==> src/rtl/cpr_pkg.sv <==
package cpr_pkg;
  typedef enum logic [1:0] {
    SEL_NONE,
    SEL_THR,
    SEL_CNT,
    SEL_HYS
  } rd_sel_e;
endpackage

==> src/rtl/cpr_decode.sv <==
module cpr_decode
  import cpr_pkg::*;
#(
  parameter int N        = 2,
  parameter int PAGE_LG2 = 11,
  parameter int THR_OFS  = 1031,
  parameter int CNT_OFS  = 1032,
  parameter int AW       = 13,
  parameter int CH_W     = 1
) (
  input  logic [AW-1:0]   addr,
  output rd_sel_e         sel,
  output logic [CH_W-1:0] ch
);
  localparam int PG_W = AW - PAGE_LG2;
  localparam logic [AW-1:0]       SHARED_A = AW'(N << PAGE_LG2);
  localparam logic [PAGE_LG2-1:0] THR_L    = PAGE_LG2'(THR_OFS);
  localparam logic [PAGE_LG2-1:0] CNT_L    = PAGE_LG2'(CNT_OFS);
  localparam logic [PG_W-1:0]     N_L      = PG_W'(N);

  logic [PG_W-1:0]     page;
  logic [PAGE_LG2-1:0] ofs;

  assign page = addr[AW-1:PAGE_LG2];
  assign ofs  = addr[PAGE_LG2-1:0];

  always_comb begin
    sel = SEL_NONE;
    ch  = '0;
    if (addr == SHARED_A) begin
      sel = SEL_HYS;
    end else if (page < N_L) begin
      ch = page[CH_W-1:0];
      if (ofs == THR_L)      sel = SEL_THR;
      else if (ofs == CNT_L) sel = SEL_CNT;
    end
  end
endmodule

==> src/rtl/cpr_counter.sv <==
module cpr_counter #(
  parameter int W = 32
) (
  input  logic         clk,
  input  logic         rst_n,
  input  logic         trig,
  output logic [W-1:0] q
);
  always_ff @(posedge clk) begin
    if (!rst_n)                q <= '0;
    else if (trig && q != '1)  q <= q + 1'b1;
  end
endmodule

==> src/rtl/chan_page_regs.sv <==
module chan_page_regs
  import cpr_pkg::*;
#(
  parameter int N        = 2,
  parameter int PAGE_LG2 = 11,
  parameter int THR_OFS  = 1031,
  parameter int CNT_OFS  = 1032,
  parameter int THR_W    = 16,
  parameter int CNT_W    = 32,
  parameter int HYS_W    = 16,
  parameter int DATA_W   = 32,
  parameter int AW       = $clog2((N << PAGE_LG2) + 1)
) (
  input  logic                 clk,
  input  logic                 rst_n,
  input  logic [AW-1:0]        bus_addr,
  input  logic                 bus_wr,
  input  logic [DATA_W-1:0]    bus_wdata,
  input  logic                 bus_rd,
  output logic [DATA_W-1:0]    bus_rdata,
  output logic                 bus_rvalid,
  input  logic [N-1:0]         trig_in,
  output logic [N*THR_W-1:0]   thr_out,
  output logic [HYS_W-1:0]     hyst_out
);
  localparam int CH_W = (N > 1) ? $clog2(N) : 1;

  rd_sel_e          sel;
  logic [CH_W-1:0]  ch;
  logic [THR_W-1:0] thr_q [N];
  logic [CNT_W-1:0] cnt_q [N];
  logic [N*CNT_W-1:0] cnt_flat;
  logic [HYS_W-1:0] hyst_q;
  logic [DATA_W-1:0] rd_mux;

  cpr_decode #(
    .N(N), .PAGE_LG2(PAGE_LG2), .THR_OFS(THR_OFS), .CNT_OFS(CNT_OFS),
    .AW(AW), .CH_W(CH_W)
  ) u_dec (
    .addr(bus_addr),
    .sel (sel),
    .ch  (ch)
  );

  for (genvar i = 0; i < N; i++) begin : g_ch
    always_ff @(posedge clk) begin
      if (!rst_n)
        thr_q[i] <= '0;
      else if (bus_wr && sel == SEL_THR && ch == CH_W'(i))
        thr_q[i] <= bus_wdata[THR_W-1:0];
    end

    cpr_counter #(.W(CNT_W)) u_cnt (
      .clk  (clk),
      .rst_n(rst_n),
      .trig (trig_in[i]),
      .q    (cnt_q[i])
    );

    assign thr_out[i*THR_W +: THR_W]   = thr_q[i];
    assign cnt_flat[i*CNT_W +: CNT_W]  = cnt_q[i];
  end

  always_ff @(posedge clk) begin
    if (!rst_n)                        hyst_q <= '0;
    else if (bus_wr && sel == SEL_HYS) hyst_q <= bus_wdata[HYS_W-1:0];
  end
  assign hyst_out = hyst_q;

  always_comb begin
    rd_mux = '0;
    case (sel)
      SEL_THR: rd_mux = DATA_W'(thr_q[ch]);
      SEL_CNT: rd_mux = DATA_W'(cnt_q[ch]);
      SEL_HYS: rd_mux = DATA_W'(hyst_q);
      default: rd_mux = '0;
    endcase
  end

  always_ff @(posedge clk) begin
    if (!rst_n) begin
      bus_rvalid <= 1'b0;
      bus_rdata  <= '0;
    end else begin
      bus_rvalid <= bus_rd;
      bus_rdata  <= bus_rd ? rd_mux : '0;
    end
  end
endmodule

==> config.mk <==
export PLATFORM = sky130hd
export DESIGN_NAME = chan_page_regs
export DESIGN_NICKNAME = d
export VERILOG_FILES = /design/src/rtl/cpr_pkg.sv /design/src/rtl/cpr_decode.sv /design/src/rtl/cpr_counter.sv /design/src/rtl/chan_page_regs.sv
export SDC_FILE = /design/constraint.sdc
export NUM_CORES = 1
export LEC_CHECK = 0
export ABC_CLOCK_PERIOD_IN_PS = 6300
export BUFFER_PORTS_ARGS = -buffer_cell sky130_fd_sc_hd__buf_2
export CAP_MARGIN = 15
export CORE_UTILIZATION = 45
export CTS_BUF_LIST = sky130_fd_sc_hd__clkbuf_8
export DETAILED_ROUTE_END_ITERATION = 7
export GPL_TIMING_DRIVEN = 0
export PLACE_DENSITY = 0.65
export SETUP_SLACK_MARGIN = 0.5
export SYNTH_ARGS = -nofsm -noshare
export SYNTH_HDL_FRONTEND = slang
export SYNTH_SLANG_ARGS = --single-unit
==> constraint.sdc <==
create_clock -name clk -period 6.3 [get_ports clk]
set_input_delay 0.315 -clock clk [delete_from_list [all_inputs] [get_ports clk]]
set_output_delay 0.315 -clock clk [all_outputs]
set_load 0.01 [all_outputs]
==> results of run 1 <==
==> final timing paths <==
path	to	cells past startpoint
max	thr_q[1][0]	9
min	hyst_out[6]	3
max reg2reg	g_ch[0].u_cnt.q[0]	6
min reg2reg	hyst_out[3]	2
==> synth_stat cells, types with 2 or more instances <==
cell,instances
a211oi_1,3
a21o_1,4
a21oi_1,85
a221oi_1,16
a31oi_1,2
and2_1,38
and3_1,10
and4_1,7
buf_1,3
buf_2,4
buf_4,3
clkbuf_1,38
dfxtp_1,113
edfxtp_1,32
ha_1,2
inv_1,13
mux2i_1,17
nand2_1,174
nand2b_1,15
nand3_1,41
nand4_1,19
nor2_1,30
nor3_1,4
nor4_1,13
o21a_1,3
o21ai_0,17
o21ai_1,2
o31ai_1,19
or3_1,17
or4_1,19
xnor2_1,4
xor2_1,2
==> per-layer routing <==
metal,global-route usage,vias to the layer above
li1,-,3080
met1,0.349,2984
met2,0.409,230
met3,0.0733,33
met4,0.0896,0
met5,0,-
==> cell type report <==
| cell class | instances | area share |
|---|---|---|
| flip-flops and latches | 145 | 0.411 |
| multi-input cells | 579 | 0.408 |
| repair buffers | 116 | 0.0761 |
| clock buffers | 18 | 0.0316 |
| well taps | 184 | 0.0294 |
| plain buffers | 49 | 0.0257 |
| clock inverters | 14 | 0.0112 |
| inverters | 14 | 0.00670 |
==> registers in the layout, indices dropped and copies added (netlist names) <==
register and cells:
bus_rdata 32, g_ch.u_cnt.q 64, bus_rvalid 1, thr_q 32
hyst_out 16
==> worst max-delay path, cell delays in order <==
cell	delay, ps
buf_2	90
nor4_1	350
nand3b_1	170
nor4b_1	490
buf_2	340
buf_1	410
nand2_1	210
o21ai_2	530
buf_6	250
==> stage by stage <==
stage	hold WS (ps)	setup slack [ps]	total power, mW
2_1_floorplan	449	2980	1.04
3_3_place_gp	456	1210	1.09
3_5_place_dp	465	2810	1.09
4_1_cts	104	3300	1.73
5_1_grt	120	3020	1.79
6_report	118	3310	1.72
==> cells by family (layout without fill, tap and decap cells) <==
family | count (synthesis) | count (layout)
XOR/XNOR | 6 | 6
AO/OA/AOI/OAI | 157 | 157
adder cells (fa/ha/maj) | 2 | 2
AND/OR/NAND/NOR | 397 | 397
buffers and inverters | 63 | 211
flip-flops | 145 | 145
multiplexers | 17 | 17
==> power groups by stage <==
stage / Combinational (mW) / Sequential [mW] / Clock, mW
2_1_floorplan: 0.0438 / 0.995 / 0
3_5_place_dp: 0.0986 / 0.991 / 0
6_report: 0.0990 / 0.970 / 0.653
4_1_cts: 0.0990 / 0.969 / 0.660
5_1_grt: 0.109 / 0.971 / 0.705
3_3_place_gp: 0.0956 / 0.991 / 0
==> results.tsv, run 1 <==
metric	value	unit
switching share of power	0.245	
grt total ovfl	0	
input/output buffers	114	
Num CTS Buffers	17	
Switch Pwr	0.422	mW
worst hold path type	input pin to register	
CTS tree	built	
register cell area after layout	0.00322	sq mm
Max-Cap Viols	0	
CORE AREA	0.0145	sq mm
Synth Area in Compound Gates	0.143	
Synth async-reset ratio	0	
CP max FO	10	
Synth cell types	50	
via count	6327	
H-tree levels	4	
multi-input logic area	0.00320	sq mm
worst-skew pair later-pin latency	460	ps
initial antenna violation count	0	
number of flops mapped to enable cells by yosys	32	
Rows	44	
clock skew	11.3	ps
Layout Area Growth over Synthesis	17.5	%
Core Util, Final	0.542	
Yosys top cell by area	dfxtp_1	
fraction of layout cells with a size suffix above 1	0.165	
All-Layer GR Usage	0.263	
Tcrit/Tclk final	0.475	
Ys Warns	0	
Worst-path clk slew	80	ps
Worst EP arrival	3170	ps
Synth Area per Inst	8.48	sq um
Post-Synth Simple-Gate Area	0.298	
Post-Layout Cell Count	1119	
shortest period the worst path allows	2990	ps
Post-Syn Instances	787	
met3 WL	1420	um
Fin Setup TNS	0	ps
diode count	0	
pwr dens	220	mW/mm^2
syn nets	840	
Pleak	2.88	nW
Worst IR Drop VDD	0.138	mV
Clock Path Buffers	2	
fillers	1408	
WL met2	8890	um
Synth Area in Adders	0.00375	
hold buffers post-CTS	0	
Routed WL	19400	um
Pre-antenna DRT Iters	6	
mux cell area share after synthesis	0.0255	
Die H	124	um
hold wc startpoint	bus_wdata[6]	
CTS resizes	0	
Initial Util	0.461	
Setup CP Type	input pin to register	
DRT antenna net count	0	
largest family of logic cells by synthesized area	simple AND/OR/NAND/NOR gates	
Final Hold Viols	0	
unrepaired setup endpoints after global routing	no	
Comb power frac	0.057	
DRC Markers	0	
crit path from	bus_addr[5]	
clock share of power	0.379	
post-CTS setup buffers	0	
Crit. End Element	register	
drt via density	5.65	
register area share after synthesis	0.483	
Sink Count	145	
commonest non-fill, non-tap cell in the layout	nand2_1	
Internal	1.30	mW
DR top layer	met4	
status	complete, no violations	
placed cell areas	0.00751	sq mm
nets	975	
worst r2r src	g_ch[0].u_cnt.q[15]	
largest net degree at the start of global routing	17	
Worst EP required	6470	ps
DR iter-0 viols	578	
Mapped Area	0.00667	sq mm
fin area	0.00784	sq mm
first-pass GRT wire length	30000	um
xor/xnor share of the synthesized area	0.00788	
DRT met1 WL	8740	um
placed insts	1087	
Post-synth top flop	dfxtp_1	
GP Congestion	0.836	
commonest cells after routing, fill and taps aside	174 x nand2_1, 118 x buf_2, 113 x dfxtp_1	
Fmax	0.334	GHz
CP Launch Type	input pin	
IO Pins	132	
top-area cell type share of the netlist area	0.339	
Slew Limit Fails	0	
clock root cell	clkbuf_8	
final setup fails	0	
Slew @ Worst Pin	1010	ps
die width	124	um
reg-to-reg slack, setup	3790	ps
WL per Instance	17.4	um
Die Footprint	0.0153	sq mm
Synth Register Bits	145	
number of global-route vias before repair	5557	
Max transition margin	0.321	
Synth area leaders	dfxtp_1 34%, edfxtp_1 14%, nand2_1 9.8%, a21oi_1 6.4%, and2_1 3.6%	
Reg power frac	0.563	
hpwl dp	14200	um
No activity file was read; power rests on OpenSTA's default activity.
==> run 2, diff against run 1 <==
Settings changed: ABC_AREA set to 1, ABC_CLOCK_PERIOD_IN_PS 6300 to 2700, PLACE_DENSITY 0.65 to 0.67.
Clock period 6.3 ns to 2.7 ns, I/O delays scaled along.
==> run 2 against run 1 <==
Compared with the run above: synthesized cell count increased by 47%; worst hold slack got worse by 54 ps; critical path type is now register to register; critical endpoint is now g_ch[0].u_cnt.q[4]; sequential cell count unchanged; clock skew increased by 5.5 ps; area after synthesis increased by 19%; critical path depth increased by 2; non-clock buffer count increased by 12; core utilization increased by 0.39 points; largest cell class is now multi-input combinational cells; via count increased by 25%; first-iteration DRC count decreased by 8.3%; highest routed layer unchanged; final cell count increased by 38%.
==> results.tsv, run 2 <==
metric	value	unit
top-count cell post-synth	nand2_1	
status	complete, no violations	
Pre-antenna DRT Iters	7	
register cell area after layout	0.00322	sq mm
worst hold path type	input pin to register	
placed cell areas	0.00877	sq mm
hold wc startpoint	trig_in[0]	
Initial Util	0.459	
Die Footprint	0.0181	sq mm
multi-input logic area	0.00409	sq mm
top-area cell type share of the netlist area	0.286	
Final Power	4.54	mW
Ys Warns	0	
clock skew	16.7	ps
via count	7912	
worst-skew pair later-pin latency	470	ps
diode count	0	
unrepaired setup endpoints after global routing	no	
Synth cell types	32	
Layout Area Growth over Synthesis	18.7	%
max incr delay on CP	470	ps
Post-Syn Instances	1158	
DR iter-0 viols	530	
Worst IR Drop VDD	0.375	mV
number of flops mapped to enable cells by yosys	32	
Worst-path clk slew	80	ps
Synth Area in Compound Gates	0.101	
Rows	48	
input/output buffers	114	
H-tree levels	4	
GP Congestion	0.921	
Slew @ Worst Pin	850	ps
initial antenna violation count	0	
Post-Synth Simple-Gate Area	0.383	
final setup fails	0	
commonest non-fill, non-tap cell in the layout	nand2_1	
CORE AREA	0.0172	sq mm
Post-Layout Cell Count	1547	
CP max FO	10	
fin area	0.00940	sq mm
Biggest register	g_ch.u_cnt.q	
Slew Limit Fails	0	
biggest regs	g_ch.u_cnt.q: 64 flops, bus_rdata: 32 flops, thr_q: 32 flops	
Max-Cap Viols	0	
DRC Markers	0	
largest net degree at the start of global routing	17	
cells along the critical path	ha_1 > inv_1 > nor2_4 > nand2_4 > nor2_4 > nand2_2 > nand2_4 > inv_2 > buf_2 > nand2_1 > a21oi_2	
shortest period the worst path allows	2010	ps
Setup CP Type	register to register	
register area share after synthesis	0.407	
met3 usage	0.0503	
pwr dens	483	mW/mm^2
syn nets	1211	
grt total ovfl	0	
All-Layer GR Usage	0.264	
Post-synth top cells	393 x nand2_1, 206 x nor2_1, 113 x dfxtp_1	
Final Hold Viols	0	
Synth Area per Inst	6.84	sq um
met2 GRT Util	0.430	
nets	1362	
number of global-route vias before repair	7420	
met1 GRT Util	0.351	
Max transition margin	0.434	
die width	135	um
max reg flops	64	
worst-path cell with the longest stage delay	dfxtp_1	
placed insts	1497	
CP bufs+invs	3	
cell family contributing the most delay on the critical path	simple AND/OR/NAND/NOR gates	
Synth Register Bits	145	
Post-synth top flop	dfxtp_1	
Sink Count	145	
Crit. End Element	register	
Mapped Area	0.00792	sq mm
fillers	1687	
commonest cells after routing, fill and taps aside	392 x nand2_1, 206 x nor2_1, 132 x buf_2	
clock root cell	clkbuf_8	
Hold WS	64.3	ps
largest family of logic cells by synthesized area	simple AND/OR/NAND/NOR gates	
Pleak	3.75	nW
WL per Instance	14.9	um
Fin Setup TNS	0	ps
Worst EP arrival	2330	ps
CP Launch Type	register	
first-pass GRT wire length	37400	um
Die H	135	um
xor/xnor share of the synthesized area	0.0277	
Routed WL	23000	um
Fmax	0.498	GHz
Worst EP required	3020	ps
crit path from	g_ch[0].u_cnt.q[0]	
Num CTS Buffers	17	
mux cell area share after synthesis	0	
fraction of layout cells with a size suffix above 1	0.192	
hpwl dp	17600	um
Synth area leaders	dfxtp_1 29%, nand2_1 19%, edfxtp_1 12%, nor2_1 9.8%, a21oi_2 4.4%	
Synth async-reset ratio	0	
layer with the highest usage	met2	
worst r2r src	g_ch[0].u_cnt.q[0]	
IO Pins	132	
CTS tree	built	
drt via density	5.11	
Clock Path Buffers	2	
Synth Area in Adders	0.00316	
Tcrit/Tclk final	0.744	
DRT antenna net count	0	
Yosys top cell by area	dfxtp_1	
-- run 2: cell types whose count changed in the layout (fill, tap and decap cells not counted), sizes merged, moves of 17 or more --
cell / delta
or4: -20
mux2i: -17
clkbuf: -20
o31ai: -20
o21ai: +19
nor2: +186
nand2: +252
nor3: +30
inv: +74
and2: -38
a21oi: -18
or3: -17
dlygate4sd3: +18
xor2: +17
-- run 2: metrics by stage --
stage | util | setup WS (ps)
2_1_floorplan | - | 829
3_3_place_gp | 0.509 | 304
3_5_place_dp | 0.509 | 265
4_1_cts | 0.545 | 718
5_1_grt | 0.546 | 549
6_report | 0.546 | 690
-- run 2: cell type report --
type / count / area share
multi-input combinational: 878 / 0.435
sequential: 145 / 0.343
timing repair buffer: 132 / 0.0798
inverter: 90 / 0.0359
tap: 225 / 0.0299
buffer: 45 / 0.0291
clock buffer: 17 / 0.0249
clock inverter: 15 / 0.0229
-- run 2: path summary, 6_finish.rpt --
check	end	slack [ps]	depth (start not counted)
hold reg to reg	g_ch[1].u_cnt.q[30]	510	2
setup reg to reg	g_ch[0].u_cnt.q[4]	690	11
setup / recovery	g_ch[0].u_cnt.q[4]	690	11
hold / removal	g_ch[0].u_cnt.q[18]	60	4
-- run 2: worst min-delay path: stages --
cell	delay [ps]
buf_2	140
nand4_1	90
nand2_1	50
nor2_1	70
-- run 2: repair_timing --
item	4_1_cts	5_1_grt
hold buffers	18	0
setup buffers	0	0
hold endpoints to repair	17	0
setup endpoints to repair	0	1
resized for setup	0	1
-- run 2: layer usage --
| metal | up-vias | part of all wire | routed length, um |
|---|---|---|---|
| li1 | 3956 | - | - |
| met1 | 3637 | 0.46 | 10600 |
| met2 | 288 | 0.46 | 10500 |
| met3 | 31 | 0.068 | 1580 |
| met4 | 0 | 0.017 | 396 |
| met5 | - | 0 | 0 |
-- run 2: cell families after synthesis --
logic type	after synthesis
AOI/OAI and AO/OA	122
xor gates and xnor gates	25
adders and majority gates	2
buffers and inverters	135
DFF	145
and+or+nand+nor	729
-- run 2: where the power goes --
group	leakage (nW)	switching, mW	internal, mW
logic	2.31	0.191	0.102
clock network	0.224	0.886	1.09
registers	1.21	0.0250	2.24
total	3.75	1.10	3.44
==> run 3, diff against run 2 <==
Settings changed: ABC_CLOCK_PERIOD_IN_PS 2700 to 1700.
Clock period 2.7 ns to 1.7 ns, I/O delays scaled along.
==> run 3 against run 2 <==
Compared with the run above: core utilization grew 8.2 points; first-iteration DRC count grew 6.4%; die area is the same; non-clock buffer count grew 60; largest cell class unchanged; sequential cell count is the same; clock skew shrank 6.0 ps; register-to-register slack lost 650 ps; count of clock-buffer cells in the layout is the same.
==> results.tsv, run 3 (synthesis gave the netlist of run 2 again) <==
metric	value	unit
via count	8280	
fraction of layout cells with a size suffix above 1	0.366	
nets	1424	
Slew @ Worst Pin	829	ps
IO Pins	132	
WL per Instance	15.6	um
DRT antenna net count	0	
die width	135	um
Max-Cap Viols	0	
reg-to-reg slack, setup	40	ps
unrepaired setup endpoints after global routing	yes	
Hold WS	59.4	ps
Pre-antenna DRT Iters	7	
Rows	48	
shortest period the worst path allows	1660	ps
multi-input logic area	0.00475	sq mm
status	complete, no violations	
initial antenna violation count	0	
placed cell areas	0.00906	sq mm
final setup fails	0	
register cell area after layout	0.00339	sq mm
clock root cell	clkbuf_8	
commonest non-fill, non-tap cell in the layout	nand2_1	
grt total ovfl	0	
clock skew	10.8	ps
CP max FO	6	
number of global-route vias before repair	7566	
drt via density	5.15	
Crit. End Element	register	
diode count	0	
Slew Limit Fails	0	
commonest cells after routing, fill and taps aside	355 x nand2_1, 166 x nor2_1, 123 x buf_2	
Routed WL	25000	um
Final Hold Viols	0	
DR iter-0 viols	564	
Max transition margin	0.447	
Layout Area Growth over Synthesis	36.6	%
Fin Setup TNS	0	ps
CP Launch Type	register	
H-tree levels	4	
GP Congestion	0.901	
worst-skew pair later-pin latency	470	ps
input/output buffers	114	
Tcrit/Tclk final	0.979	
Worst EP arrival	2040	ps
placed insts	1497	
Sink Count	145	
max reg flops	64	
Hold Path Stages	5	
Setup CP Type	register to register	
DRC Markers	0	
CTS tree	built	
CORE AREA	0.0172	sq mm
fin area	0.0108	sq mm
Fmax	0.601	GHz
Biggest register	g_ch.u_cnt.q	
Worst-path clk slew	90	ps
pwr dens	631	mW/mm^2
Worst IR Drop VDD	0.515	mV
All-Layer GR Usage	0.273	
Pleak	4.42	nW
largest net degree at the start of global routing	17	
Initial Util	0.459	
Clock Path Buffers	2	
first-pass GRT wire length	38200	um
fillers	1555	
worst hold path type	input pin to register	
Die H	135	um
biggest regs	g_ch.u_cnt.q: 64 flops, bus_rdata: 32 flops, thr_q: 32 flops	
Register-to-Register Path Depth	10	
hpwl dp	17500	um
Worst EP required	2080	ps
Num CTS Buffers	17	
Post-Layout Cell Count	1609	
Core Util, Final	0.628	
Die Footprint	0.0181	sq mm
[run 3: cell types whose count changed in the layout (fill, tap and decap cells not counted), sizes merged, moves of 2 or more]
cell,delta
nand2,+2
clkinv,+2
bufinv,-4
buf,+58
[run 3: metal layers]
layer  up-vias  global-route usage  share of wire
met1      3850               0.358           0.43
met3        41              0.0589          0.068
met4         0              0.0818          0.022
met2       293               0.450           0.48
li1       4096                   -              -
met5         -                   0              0
[run 3: critical path: stages (launching register included)]
cell,delay (ps)
dfxtp_2,390
nand2_1,130
nor2_4,160
nand2_4,80
nor2_4,150
nand2_4,80
nand2_4,100
buf_12,150
clkbuf_16,150
nand2_1,60
a21oi_2,130
[run 3: worst paths after layout]
kind | to | from
max | g_ch[0].u_cnt.q[2] | g_ch[0].u_cnt.q[6]
min reg2reg | g_ch[1].u_cnt.q[30] | g_ch[1].u_cnt.q[30]
min | g_ch[1].u_cnt.q[18] | trig_in[1]
max reg2reg | g_ch[0].u_cnt.q[2] | g_ch[0].u_cnt.q[6]
[run 3: layout make-up]
cell class,instances,share of cell area
inverter,90,0.0319
tap,225,0.0260
clock buffer,17,0.0216
sequential,145,0.313
multi-input combinational,880,0.439
clock inverter,15,0.0127
timing repair buffer,192,0.122
buffer,45,0.0326
[run 3: per-stage QoR]
stage / setup WS (ps) / power, mW
final: 35.9 / 6.83
after global placement: -416 / 4.14
after detailed placement: -441 / 4.14
after global routing: -15.4 / 7.06
after floorplan: 227 / 3.95
after CTS: 75.9 / 6.84
[run 3: report_power, final]
part           switching [mW]  leakage [nW]  total, mW  internal [mW]
Clock                    1.49         0.184       2.66           1.17
Sequential             0.0391          1.26       3.55           3.51
Combinational           0.374          2.98      0.624          0.250
[run 3: repair_timing]
| action | in CTS | in global routing |
|---|---|---|
| resized for setup | 115 | 125 |
| pin swaps | 46 | 36 |
| gates cloned | 3 | 2 |
| hold buffers | 19 | 0 |
| setup buffers | 32 | 24 |
| endpoints found under the hold margin | 33 | 0 |
| endpoints found under the setup margin | 97 | 116 |
